`src/rtl/exc_ctl_pkg.sv`:
```
// Shared definitions for the exception and control-register unit.
// Assumes a two-bit status word: bit 0 interrupt enable, bit 1 user mode.
package exc_ctl_pkg;
    typedef enum logic [2:0] {
        EV_NONE  = 3'd0,
        EV_TRAP  = 3'd1,
        EV_BRK   = 3'd2,
        EV_ERET  = 3'd3,
        EV_BRET  = 3'd4,
        EV_WRCTL = 3'd5
    } exc_evt_e;

    localparam int unsigned STAT_W     = 2;
    localparam int unsigned BIT_IE     = 0;
    localparam int unsigned BIT_USER   = 1;
    localparam int unsigned IDX_STATUS = 0;
    localparam int unsigned IDX_ESTAT  = 1;
    localparam int unsigned IDX_BSTAT  = 2;
    localparam int unsigned NUM_CTL    = 3;

    // Bits cleared in status on trap or break entry.
    localparam logic [STAT_W-1:0] ENTRY_CLR =
        STAT_W'((1 << BIT_IE) | (1 << BIT_USER));
endpackage

```
`src/rtl/exc_status_regs.sv`:
```
// Status, exception-status and break-status registers.
// Assumes at most one of the event flags is high in a cycle.
module exc_status_regs
    import exc_ctl_pkg::*;
#(
    parameter int unsigned IDXW = 5
) (
    input  logic              clk,
    input  logic              rst_n,
    input  logic              is_trap,
    input  logic              is_brk,
    input  logic              is_eret,
    input  logic              is_bret,
    input  logic              wr_en,
    input  logic [IDXW-1:0]   wr_idx,
    input  logic [STAT_W-1:0] wr_val,
    output logic [STAT_W-1:0] stat_q,
    output logic [STAT_W-1:0] estat_q,
    output logic [STAT_W-1:0] bstat_q
);
    logic wr_stat, wr_estat, wr_bstat;

    // Decode which register a control write targets.
    always_comb begin
        wr_stat  = wr_en && (wr_idx == IDXW'(IDX_STATUS));
        wr_estat = wr_en && (wr_idx == IDXW'(IDX_ESTAT));
        wr_bstat = wr_en && (wr_idx == IDXW'(IDX_BSTAT));
    end

    // Live status: cleared on entry, restored on return, or written.
    always_ff @(posedge clk) begin
        if (!rst_n)                  stat_q <= '0;
        else if (is_trap || is_brk)  stat_q <= stat_q & ~ENTRY_CLR;
        else if (is_eret)            stat_q <= estat_q;
        else if (is_bret)            stat_q <= bstat_q;
        else if (wr_stat)            stat_q <= wr_val;
    end

    // Exception shadow: captures status on trap, or takes a write.
    always_ff @(posedge clk) begin
        if (!rst_n)         estat_q <= '0;
        else if (is_trap)   estat_q <= stat_q;
        else if (wr_estat)  estat_q <= wr_val;
    end

    // Break shadow: captures status on break, or takes a write.
    always_ff @(posedge clk) begin
        if (!rst_n)         bstat_q <= '0;
        else if (is_brk)    bstat_q <= stat_q;
        else if (wr_bstat)  bstat_q <= wr_val;
    end
endmodule

```
`src/rtl/exc_return_regs.sv`:
```
// Return-address registers for trap and break entry.
// Assumes pc_i is valid in the cycle the entry event is presented.
module exc_return_regs #(
    parameter int unsigned AW = 32
) (
    input  logic          clk,
    input  logic          rst_n,
    input  logic          is_trap,
    input  logic          is_brk,
    input  logic [AW-1:0] pc_i,
    output logic [AW-1:0] ea_q,
    output logic [AW-1:0] ba_q
);
    localparam logic [AW-1:0] INSN_BYTES = AW'(4);

    logic [AW-1:0] next_pc;

    // Address of the instruction after the one raising the event.
    always_comb next_pc = pc_i + INSN_BYTES;

    // Exception return address, loaded on trap.
    always_ff @(posedge clk) begin
        if (!rst_n)        ea_q <= '0;
        else if (is_trap)  ea_q <= next_pc;
    end

    // Break return address, loaded on break.
    always_ff @(posedge clk) begin
        if (!rst_n)       ba_q <= '0;
        else if (is_brk)  ba_q <= next_pc;
    end
endmodule

```
`src/rtl/exc_redirect.sv`:
```
// Registered redirect strobe and target selection.
// Assumes ea_q and ba_q hold the pre-edge return addresses.
module exc_redirect #(
    parameter int unsigned   AW         = 32,
    parameter logic [AW-1:0] HANDLER_PC = '0,
    parameter logic [AW-1:0] BREAK_PC   = '0
) (
    input  logic          clk,
    input  logic          rst_n,
    input  logic          is_trap,
    input  logic          is_brk,
    input  logic          is_eret,
    input  logic          is_bret,
    input  logic [AW-1:0] ea_q,
    input  logic [AW-1:0] ba_q,
    output logic          redirect_o,
    output logic [AW-1:0] redirect_pc_o
);
    logic [AW-1:0] target;

    // Pick the target for whichever flow event is present.
    always_comb begin
        target = '0;
        if (is_trap)       target = HANDLER_PC;
        else if (is_brk)   target = BREAK_PC;
        else if (is_eret)  target = ea_q;
        else if (is_bret)  target = ba_q;
    end

    // Register the strobe and the target for one cycle.
    always_ff @(posedge clk) begin
        if (!rst_n) begin
            redirect_o    <= 1'b0;
            redirect_pc_o <= '0;
        end else begin
            redirect_o    <= is_trap || is_brk || is_eret || is_bret;
            redirect_pc_o <= target;
        end
    end
endmodule

```
`src/rtl/exc_ctl_read.sv`:
```
// Combinational control-register read port with zero extension.
// Assumes indices at or above NUM_CTL are unmapped and read zero.
module exc_ctl_read
    import exc_ctl_pkg::*;
#(
    parameter int unsigned DW   = 32,
    parameter int unsigned IDXW = 5
) (
    input  logic [IDXW-1:0]   idx,
    input  logic [STAT_W-1:0] stat_q,
    input  logic [STAT_W-1:0] estat_q,
    input  logic [STAT_W-1:0] bstat_q,
    output logic [DW-1:0]     rd_data
);
    logic [STAT_W-1:0] raw   [NUM_CTL];
    logic [DW-1:0]     view  [NUM_CTL];
    logic [NUM_CTL-1:0] hit;

    // Gather the mapped registers in index order.
    always_comb begin
        raw[IDX_STATUS] = stat_q;
        raw[IDX_ESTAT]  = estat_q;
        raw[IDX_BSTAT]  = bstat_q;
    end

    for (genvar g = 0; g < NUM_CTL; g++) begin : g_slot
        // Zero-extend each slot and decode its index match.
        always_comb begin
            view[g] = DW'(raw[g]);
            hit[g]  = (idx == IDXW'(g));
        end
    end

    // AND-OR mux; no hit yields zero.
    always_comb begin
        rd_data = '0;
        for (int i = 0; i < NUM_CTL; i++)
            rd_data = rd_data | (view[i] & {DW{hit[i]}});
    end
endmodule

```
`src/rtl/exc_ctl_unit.sv`:
```
// Top of the exception and control-register unit.
// Decodes one event per cycle and drives the register and redirect logic.
// Assumes events arrive one per cycle with pc_i valid alongside.
module exc_ctl_unit
    import exc_ctl_pkg::*;
#(
    parameter int unsigned   DW         = 32,
    parameter int unsigned   AW         = 32,
    parameter int unsigned   IDXW       = 5,
    parameter logic [AW-1:0] HANDLER_PC = 32'h0000_0020,
    parameter logic [AW-1:0] BREAK_PC   = 32'h0000_0120
) (
    input  logic              clk,
    input  logic              rst_n,
    input  logic [2:0]        evt_i,
    input  logic [AW-1:0]     pc_i,
    input  logic [DW-1:0]     wr_data_i,
    input  logic [IDXW-1:0]   ctl_idx_i,
    output logic [DW-1:0]     rd_data_o,
    output logic [STAT_W-1:0] status_o,
    output logic              redirect_o,
    output logic [AW-1:0]     redirect_pc_o
);
    exc_evt_e          evt;
    logic              is_trap, is_brk, is_eret, is_bret, is_wr;
    logic [STAT_W-1:0] stat_q, estat_q, bstat_q;
    logic [AW-1:0]     ea_q, ba_q;

    // Decode the event code into one-hot flags; unknown codes decode to none.
    always_comb begin
        evt     = exc_evt_e'(evt_i);
        is_trap = (evt == EV_TRAP);
        is_brk  = (evt == EV_BRK);
        is_eret = (evt == EV_ERET);
        is_bret = (evt == EV_BRET);
        is_wr   = (evt == EV_WRCTL);
    end

    exc_status_regs #(.IDXW(IDXW)) u_stat (
        .clk(clk), .rst_n(rst_n),
        .is_trap(is_trap), .is_brk(is_brk), .is_eret(is_eret), .is_bret(is_bret),
        .wr_en(is_wr), .wr_idx(ctl_idx_i), .wr_val(wr_data_i[STAT_W-1:0]),
        .stat_q(stat_q), .estat_q(estat_q), .bstat_q(bstat_q)
    );

    exc_return_regs #(.AW(AW)) u_ret (
        .clk(clk), .rst_n(rst_n),
        .is_trap(is_trap), .is_brk(is_brk), .pc_i(pc_i),
        .ea_q(ea_q), .ba_q(ba_q)
    );

    exc_redirect #(.AW(AW), .HANDLER_PC(HANDLER_PC), .BREAK_PC(BREAK_PC)) u_redir (
        .clk(clk), .rst_n(rst_n),
        .is_trap(is_trap), .is_brk(is_brk), .is_eret(is_eret), .is_bret(is_bret),
        .ea_q(ea_q), .ba_q(ba_q),
        .redirect_o(redirect_o), .redirect_pc_o(redirect_pc_o)
    );

    exc_ctl_read #(.DW(DW), .IDXW(IDXW)) u_rd (
        .idx(ctl_idx_i), .stat_q(stat_q), .estat_q(estat_q), .bstat_q(bstat_q),
        .rd_data(rd_data_o)
    );

    // Expose the live status word.
    always_comb status_o = stat_q;
endmodule

```
`config.mk`:
```
export PLATFORM = sky130hd
export DESIGN_NAME = exc_ctl_unit
export DESIGN_NICKNAME = d
export VERILOG_FILES = /design/src/rtl/exc_ctl_pkg.sv /design/src/rtl/exc_status_regs.sv /design/src/rtl/exc_return_regs.sv /design/src/rtl/exc_redirect.sv /design/src/rtl/exc_ctl_read.sv /design/src/rtl/exc_ctl_unit.sv
export SDC_FILE = /design/constraint.sdc
export NUM_CORES = 1
export LEC_CHECK = 0
export CORE_MARGIN = 10
export CORE_UTILIZATION = 40
export CTS_CLUSTER_SIZE = 30
export DETAILED_ROUTE_END_ITERATION = 6
export PLACE_DENSITY = 0.69
export SKIP_CTS_REPAIR_TIMING = 1
export SLEW_MARGIN = 20
export SYNTH_ARGS = -nofsm -noshare
export SYNTH_HDL_FRONTEND = slang
export SYNTH_SLANG_ARGS = --single-unit
```
`constraint.sdc`:
```
create_clock -name clk -period 2.35 [get_ports clk]
set_input_delay 0.47 -clock clk [delete_from_list [all_inputs] [get_ports clk]]
set_output_delay 0.47 -clock clk [all_outputs]
set_load 0.02 [all_outputs]
```
==> flow_metrics.py, run 1 <==
metrics = {
    "run_status": {
        "result_of_the_run": "finished clean",
    },
    "synthesis": {
        "share_of_flip_flops_with_an_asynchronous_set_or_reset_pct": 0,
        "postSynthRegisterBits": 103,
        "synth_warnings": 0,
        "synth_area_per_cell_um2": 8.39,
        "syn_inst": 552,
        "synth_unique_cells": 48,
        "synthesis.area_um2": 4630,
        "synth_sequential_area_ratio_pct": 44.5,
        "postSynth.topFlopCell": "sky130_fd_sc_hd__dfxtp_1",
        "synth_edf_count": 0,
    },
    "timing": {
        "rsz0062_at_grt": "no",
        "finalSetupViolCount": 0,
        "max_clock_freq_mhz": 444,
        "post-route-min-period_ns": 2.25,
        "setup-tns-final_ns": 0,
        "final_critical_path_setup_slack_ns": 0.0989,
        "slew_at_the_pin_closest_to_its_max_slew_limit_ns": 0.541,
        "final.setup_skew_ns": 0.00449,
        "finalHoldViolations": 0,
        "whs_ns": 0.455,
        "timing.final.max_slew_violations": 0,
        "timing.slew.headroom_pct": 63.6,
        "post-route-period-util_pct": 95.8,
    },
    "run": {
        "maxCapViolCount": 0,
    },
    "detailed_routing": {
        "drt_pass_1_iters": 5,
        "dr.first_iter.drc_count": 453,
        "drt.antenna.violating_nets": 0,
        "drc": 0,
        "dr_total_vias": 4415,
        "drt-wirelength-per-cell_um": 16.2,
        "avgViaCountPerCell": 5.44,
        "wirelength_um": 13100,
    },
    "cts": {
        "cts_root_buffer": "sky130_fd_sc_hd__clkbuf_16",
        "cts_sinks": 103,
        "clk_latency_ns": 0.34,
        "tritoncts.num_buffers": 9,
        "htree_levels": 3,
        "cts-root-to-sink-buffers": 2,
        "clk_transition_reported_paths_ns": 0.07,
        "tritoncts": "done",
    },
    "floorplanning": {
        "dieWidth_um": 128,
        "io_pins": 141,
        "effective_utilization_at_floorplan_pct": 40.8,
        "floorplan.die_area_um2": 16300,
        "die_h_um": 128,
        "floorplan.core_area_um2": 11400,
        "placement_rows": 39,
    },
    "critical_path": {
        "timing.critical_path.arrival_ns": 2.52,
        "critical_path_fanouts_max": 15,
        "worst-setup-path-type": "input pin to flip-flop",
        "timing.critical_path.required_ns": 2.61,
        "startpoint_type": "input pin",
        "endpoint_kind": "flip-flop",
    },
    "hold_path": {
        "timing.hold.worst.class": "flip-flop to flip-flop",
    },
    "pwr": {
        "worst_ir_drop_vdd_uv": 313,
        "report.power.total_mw": 3.87,
        "power.density_cell_area_nw_per_um2": 628,
        "p_leak_nw": 2.33,
    },
    "finish": {
        "final_layout_size_suffix_gt1_share_pct": 13.9,
        "area.growth.synth_to_final_pct": 33.0,
        "antenna_cells_inserted": 0,
        "layout.nets": 738,
        "post_layout_nonfiller_instances": 811,
        "design_area_um2": 6160,
        "final_util_pct": 54.2,
    },
    "global_routing": {
        "antenna_found_initial": 0,
        "grt_pass1_vias": 4351,
        "gr-total-overflow": 0,
        "total_track_usage_pct": 15.7,
        "grt_first_pass_wirelength_um": 21400,
        "grt_max_degree": 50,
    },
    "placement": {
        "dp_worst_setup_slack_ns": -0.225,
        "buffer_ports.inserted": 80,
        "detailedPlacementHpwl_um": 9490,
        "place.gp.congestion": 0.922,
        "placedCellCount": 795,
        "detailed_place.area_um2": 5850,
    },
}
## sequential cells by signal (all words and copies together) (netlist names)
signal,count
u_ret.ba_q,32
u_redir.redirect_pc_o,32
u_stat.bstat_q,2
u_stat.estat_q,2
u_stat.stat_q,2
u_redir.redirect_o,1
u_ret.ea_q,32
## cell families after synthesis
kind of cell | Yosys count | synth area share (%)
buffers and inverters | 79 | 8.94
other | 1 | 0.0809
adders and majority gates | 1 | 0.270
muxes | 6 | 1.35
and+or+nand+nor | 183 | 19.6
xor gates and xnor gates | 12 | 2.27
DFF | 103 | 44.5
AOI/OAI and AO/OA | 167 | 23.0
## layout make-up
type / instances / area, µm²
timing repair buffer: 144 / 1310
inverter: 6 / 22.5
clock inverter: 6 / 66.3
tap: 143 / 179
sequential: 103 / 2060
fill: 1074 / 5210
clock buffer: 10 / 239
multi-input combinational: 399 / 2280
## cell usage after synthesis (7+ instances only)
library cell,n,area [µm²]
sky130_fd_sc_hd__dfxtp_1,103,2060
sky130_fd_sc_hd__nor2_1,64,240
sky130_fd_sc_hd__o21ai_0,52,260
sky130_fd_sc_hd__nand2_1,43,161
sky130_fd_sc_hd__clkbuf_1,37,139
sky130_fd_sc_hd__a22oi_1,30,225
sky130_fd_sc_hd__buf_4,30,225
sky130_fd_sc_hd__a31oi_1,21,131
sky130_fd_sc_hd__a21oi_1,20,100
sky130_fd_sc_hd__a211oi_1,15,113
sky130_fd_sc_hd__nand3_1,14,70.1
sky130_fd_sc_hd__nor3_1,10,50.1
sky130_fd_sc_hd__or4_1,8,60.1
sky130_fd_sc_hd__nand4_1,7,43.8
sky130_fd_sc_hd__xor2_1,7,61.3
## power by group
group	total, mW	leakage, nW	switching, mW	internal [mW]
logic	0.504	1.34	0.286	0.218
clock network	1.52	0.154	0.659	0.863
registers	1.84	0.839	0.0323	1.81
total	3.87	2.33	0.977	2.89
## per-layer routing
metal / up-vias / part of all wire, % / wire length [µm] / global-route usage, %
met5: - / 0 / 0 / 0
met4: 0 / 2.0 / 264 / 5.89
met3: 24 / 5.7 / 746 / 3.60
met2: 137 / 50 / 6520 / 26.9
met1: 2098 / 43 / 5610 / 18.8
li1: 2156 / - / - / -
## critical path, cell delays in order
cell and delay, ns:
sky130_fd_sc_hd__clkdlybuf4s50_1 0.48, sky130_fd_sc_hd__nand3_1 0.11, sky130_fd_sc_hd__or4_1 0.54, sky130_fd_sc_hd__buf_4 0.21
sky130_fd_sc_hd__or4_1 0.51, sky130_fd_sc_hd__a31oi_1 0.19
## worst paths after layout
path / startpoint / endpoint / slack [ns] / cells after the start
max: pc_i[8] / u_ret.ea_q[23] / 0.1 / 6
min: u_ret.ea_q[1] / u_ret.ea_q[1] / 0.45 / 2
max reg2reg: u_stat.stat_q[0] / u_stat.estat_q[0] / 1.47 / 3
min reg2reg: u_ret.ea_q[1] / u_ret.ea_q[1] / 0.45 / 2
## placed cells by master (no fill, tap or decap), drive strengths merged, types with 3 or more instances in the layout
cell	n
a211oi	15
a21oi	20
a22oi	30
a311oi	5
a31oi	21
and2	3
and3	5
buf	64
clkbuf	10
clkdlybuf4s50	78
conb	30
dfxtp	103
inv	9
mux2i	4
nand2	43
nand3	14
nand4	8
nor2	64
nor2b	5
nor3	10
nor3b	3
o211ai	4
o21a	4
o21ai	52
o31ai	6
or3	6
or4	10
xnor2	5
xor2	7
Power figures use the tool's default switching activity.
==> run 2, diff against run 1 <==
Settings changed: CTS_BUF_LIST set to sky130_fd_sc_hd__clkbuf_4 sky130_fd_sc_hd__clkbuf_8 sky130_fd_sc_hd__clkbuf_16, PLACE_DENSITY 0.69 to 0.68, SYNTH_HIERARCHICAL set to 1.
==> run 2 against run 1 <==
Net effect:
- cell count is 1.2% lower
- flip-flop and latch count unchanged
- routed wire length down 1.0%
- critical path depth stayed put
- first-iteration DRC count decreased by 17%
- power down 1.4%
- critical endpoint is now u_ret/ba_q[30]
- synthesized cell count shrank 1.3%
- highest routed layer unchanged
- worst hold slack better by 0.0092 ns
==> flow_metrics.py, run 2 <==
metrics = {
    "synthesis": {
        "ys_top_cells_by_count": "sky130_fd_sc_hd__dfxtp_1, sky130_fd_sc_hd__o21ai_0, sky130_fd_sc_hd__nand2_1, sky130_fd_sc_hd__nand3b_1",
        "synth_edf_count": 0,
        "synth.top_cell.area_share_pct": 42.4,
        "postSynthRegisterBits": 103,
        "synth.area.top_cells": "sky130_fd_sc_hd__dfxtp_1, sky130_fd_sc_hd__a21oi_2, sky130_fd_sc_hd__o21ai_0",
        "yosys.cell_count.top_type": "sky130_fd_sc_hd__dfxtp_1",
        "synthesis.area_um2": 4870,
        "synth_area_per_cell_um2": 8.93,
        "postSynth.topFlopCell": "sky130_fd_sc_hd__dfxtp_1",
        "yosys.area.top_type": "sky130_fd_sc_hd__dfxtp_1",
        "synth_sequential_area_ratio_pct": 42.4,
        "synth_unique_cells": 46,
        "syn_inst": 545,
        "synth_warnings": 6,
        "share_of_flip_flops_with_an_asynchronous_set_or_reset_pct": 0,
    },
    "cts": {
        "clk_latency_ns": 0.34,
        "cts_root_buffer": "sky130_fd_sc_hd__clkbuf_16",
        "tritoncts.num_buffers": 9,
        "tritoncts": "done",
        "htree_levels": 3,
        "clk_transition_reported_paths_ns": 0.07,
        "cts_sinks": 103,
        "cts-root-to-sink-buffers": 2,
    },
    "timing": {
        "max_clock_freq_mhz": 439,
        "finalHoldViolations": 0,
        "timing.slew.headroom_pct": 55.4,
        "setup-tns-final_ns": 0,
        "slew_at_the_pin_closest_to_its_max_slew_limit_ns": 0.668,
        "final.setup_skew_ns": 0.00527,
        "whs_ns": 0.464,
        "post-route-min-period_ns": 2.28,
        "finalSetupViolCount": 0,
        "timing.final.max_slew_violations": 0,
        "post-route-period-util_pct": 97.0,
        "final_critical_path_setup_slack_ns": 0.0716,
    },
    "floorplanning": {
        "effective_utilization_at_floorplan_pct": 40.7,
        "placement_rows": 40,
        "die_h_um": 130,
        "floorplan.core_area_um2": 12000,
        "dieWidth_um": 130,
        "io_pins": 141,
        "floorplan.die_area_um2": 17000,
    },
    "hold_path": {
        "min_delay_path_depth": 2,
        "timing.hold.worst.class": "flip-flop to flip-flop",
    },
    "critical_path": {
        "ff2ff_path_depth": 3,
        "critical-path-max-stage-delay_ns": 0.56,
        "cpMaxStageDelayCell": "sky130_fd_sc_hd__or4_4",
        "cp.depth": 6,
        "critical_path_fanouts_max": 14,
        "cp_cell_instances": "clkdlybuf4s50_1 > nand4_1 > or4_4 > buf_6 > or4_4 > a31oi_1",
        "cpLargestDelayFamily": "simple AND/OR/NAND/NOR gates",
        "critical_path_buf_inv_count": 2,
        "timing.critical_path.arrival_ns": 2.54,
        "timing.critical_path.required_ns": 2.61,
        "timing.critical_path.mode_cell": "sky130_fd_sc_hd__or4_4",
        "worst-setup-path-type": "input pin to flip-flop",
        "endpoint_kind": "flip-flop",
        "startpoint_type": "input pin",
    },
    "global_routing": {
        "total_track_usage_pct": 15.2,
        "grt_pass1_vias": 4326,
        "gr-total-overflow": 0,
        "grt_first_pass_wirelength_um": 20900,
        "grt_max_degree": 43,
        "antenna_found_initial": 0,
    },
    "detailed_routing": {
        "wirelength_um": 13000,
        "drt-wirelength-per-cell_um": 16.2,
        "drt_pass_1_iters": 4,
        "avgViaCountPerCell": 5.43,
        "drc": 0,
        "drt.antenna.violating_nets": 0,
        "dr.first_iter.drc_count": 375,
        "dr_total_vias": 4346,
    },
    "finish": {
        "leading_cell_types_in_the_layout_fill_and_taps_excluded": "sky130_fd_sc_hd__dfxtp_1, sky130_fd_sc_hd__clkdlybuf4s50_1, sky130_fd_sc_hd__buf_4, sky130_fd_sc_hd__o21ai_0, sky130_fd_sc_hd__nand2_1",
        "area.growth.synth_to_final_pct": 30.4,
        "most_common_cell_after_layout_fill_and_taps_aside": "sky130_fd_sc_hd__dfxtp_1",
        "final_layout_size_suffix_gt1_share_pct": 19.4,
        "layout_top_registers": "u_redir/redirect_pc_o: 32 flops, u_ret/ba_q: 32 flops, u_ret/ea_q: 32 flops",
        "design_area_um2": 6350,
        "antenna_cells_inserted": 0,
        "layout.nets": 724,
    },
    "placement": {
        "detailed_place.area_um2": 6020,
        "place.gp.congestion": 0.821,
        "dp_worst_setup_slack_ns": -0.297,
        "detailedPlacementHpwl_um": 9290,
        "buffer_ports.inserted": 80,
    },
    "pwr": {
        "worst_ir_drop_vdd_uv": 379,
        "power.density_cell_area_nw_per_um2": 601,
        "p_leak_nw": 2.21,
    },
    "run_status": {
        "result_of_the_run": "finished clean",
    },
    "run": {
        "maxCapViolCount": 0,
    },
}
[run 2: cell types whose count changed after synthesis, sizes merged, moves of 7 or more]
cell    previous run  this run
a22oi             30         0
a21oi             20        44
nor3              10         3
nor2              64        27
a211oi            15        32
clkbuf            37        30
a31oi             21        28
nand3b             0        32
[run 2: kinds of logic (layout without fill, tap and decap cells)]
family	after synthesis	in the layout	share of synthesized area (%)
AND/OR/NAND/NOR	174	174	21.3
XOR/XNOR	13	13	2.34
other	1	30	0.0770
flip-flops	103	103	42.4
multiplexers	10	10	2.11
AO/OA/AOI/OAI	168	168	22.8
buffers and inverters	75	155	8.74
adder cells (fa/ha/maj)	1	1	0.257
[run 2: cell type report]
| type | count | area [µm²] |
|---|---|---|
| sequential | 103 | 2060 |
| fill | 1131 | 5620 |
| timing repair buffer | 135 | 1260 |
| clock inverter | 6 | 61.3 |
| clock buffer | 10 | 233 |
| multi-input combinational | 396 | 2530 |
| inverter | 4 | 15.0 |
| tap | 147 | 184 |
[run 2: worst min-delay path, delay by kind of cell (launching register included)]
kind	cells	cell delay (ns)
and+or+nand+nor	1	0.07
AOI/OAI and AO/OA	1	0.04
DFF	1	0.31
[run 2: worst paths after layout]
kind | start | endpoint | slack, ns
max | pc_i[12] | u_ret/ba_q[30] | 0.07
max reg2reg | u_stat/bstat_q[0] | u_stat/stat_q[0] | 1.38
min reg2reg | u_ret/ea_q[20] | u_redir/redirect_pc_o[20] | 0.46
min | u_ret/ea_q[20] | u_redir/redirect_pc_o[20] | 0.46
[run 2: per-layer routing]
layer / up-vias / track usage [%] / share of wire (%)
met1: 2091 / 19.0 / 46
met5: - / 0 / 0
met2: 115 / 25.5 / 48
li1: 2131 / - / -
met4: 0 / 4.96 / 1.0
met3: 9 / 3.04 / 4.8
[run 2: power breakdown]
group	switching (mW)	internal, mW
Sequential	0.0332	1.81
Clock	0.628	0.834
Combinational	0.289	0.221
[run 2: stage by stage]
stage          instances  total power, mW  utilization [%]
2_1_floorplan        574             2.18                -
3_3_place_gp         785             2.37             50.3
3_5_place_dp         785             2.39             50.3
4_1_cts              801             3.84             52.8
5_1_grt              801             3.98             53.1
6_report             801             3.82             53.1
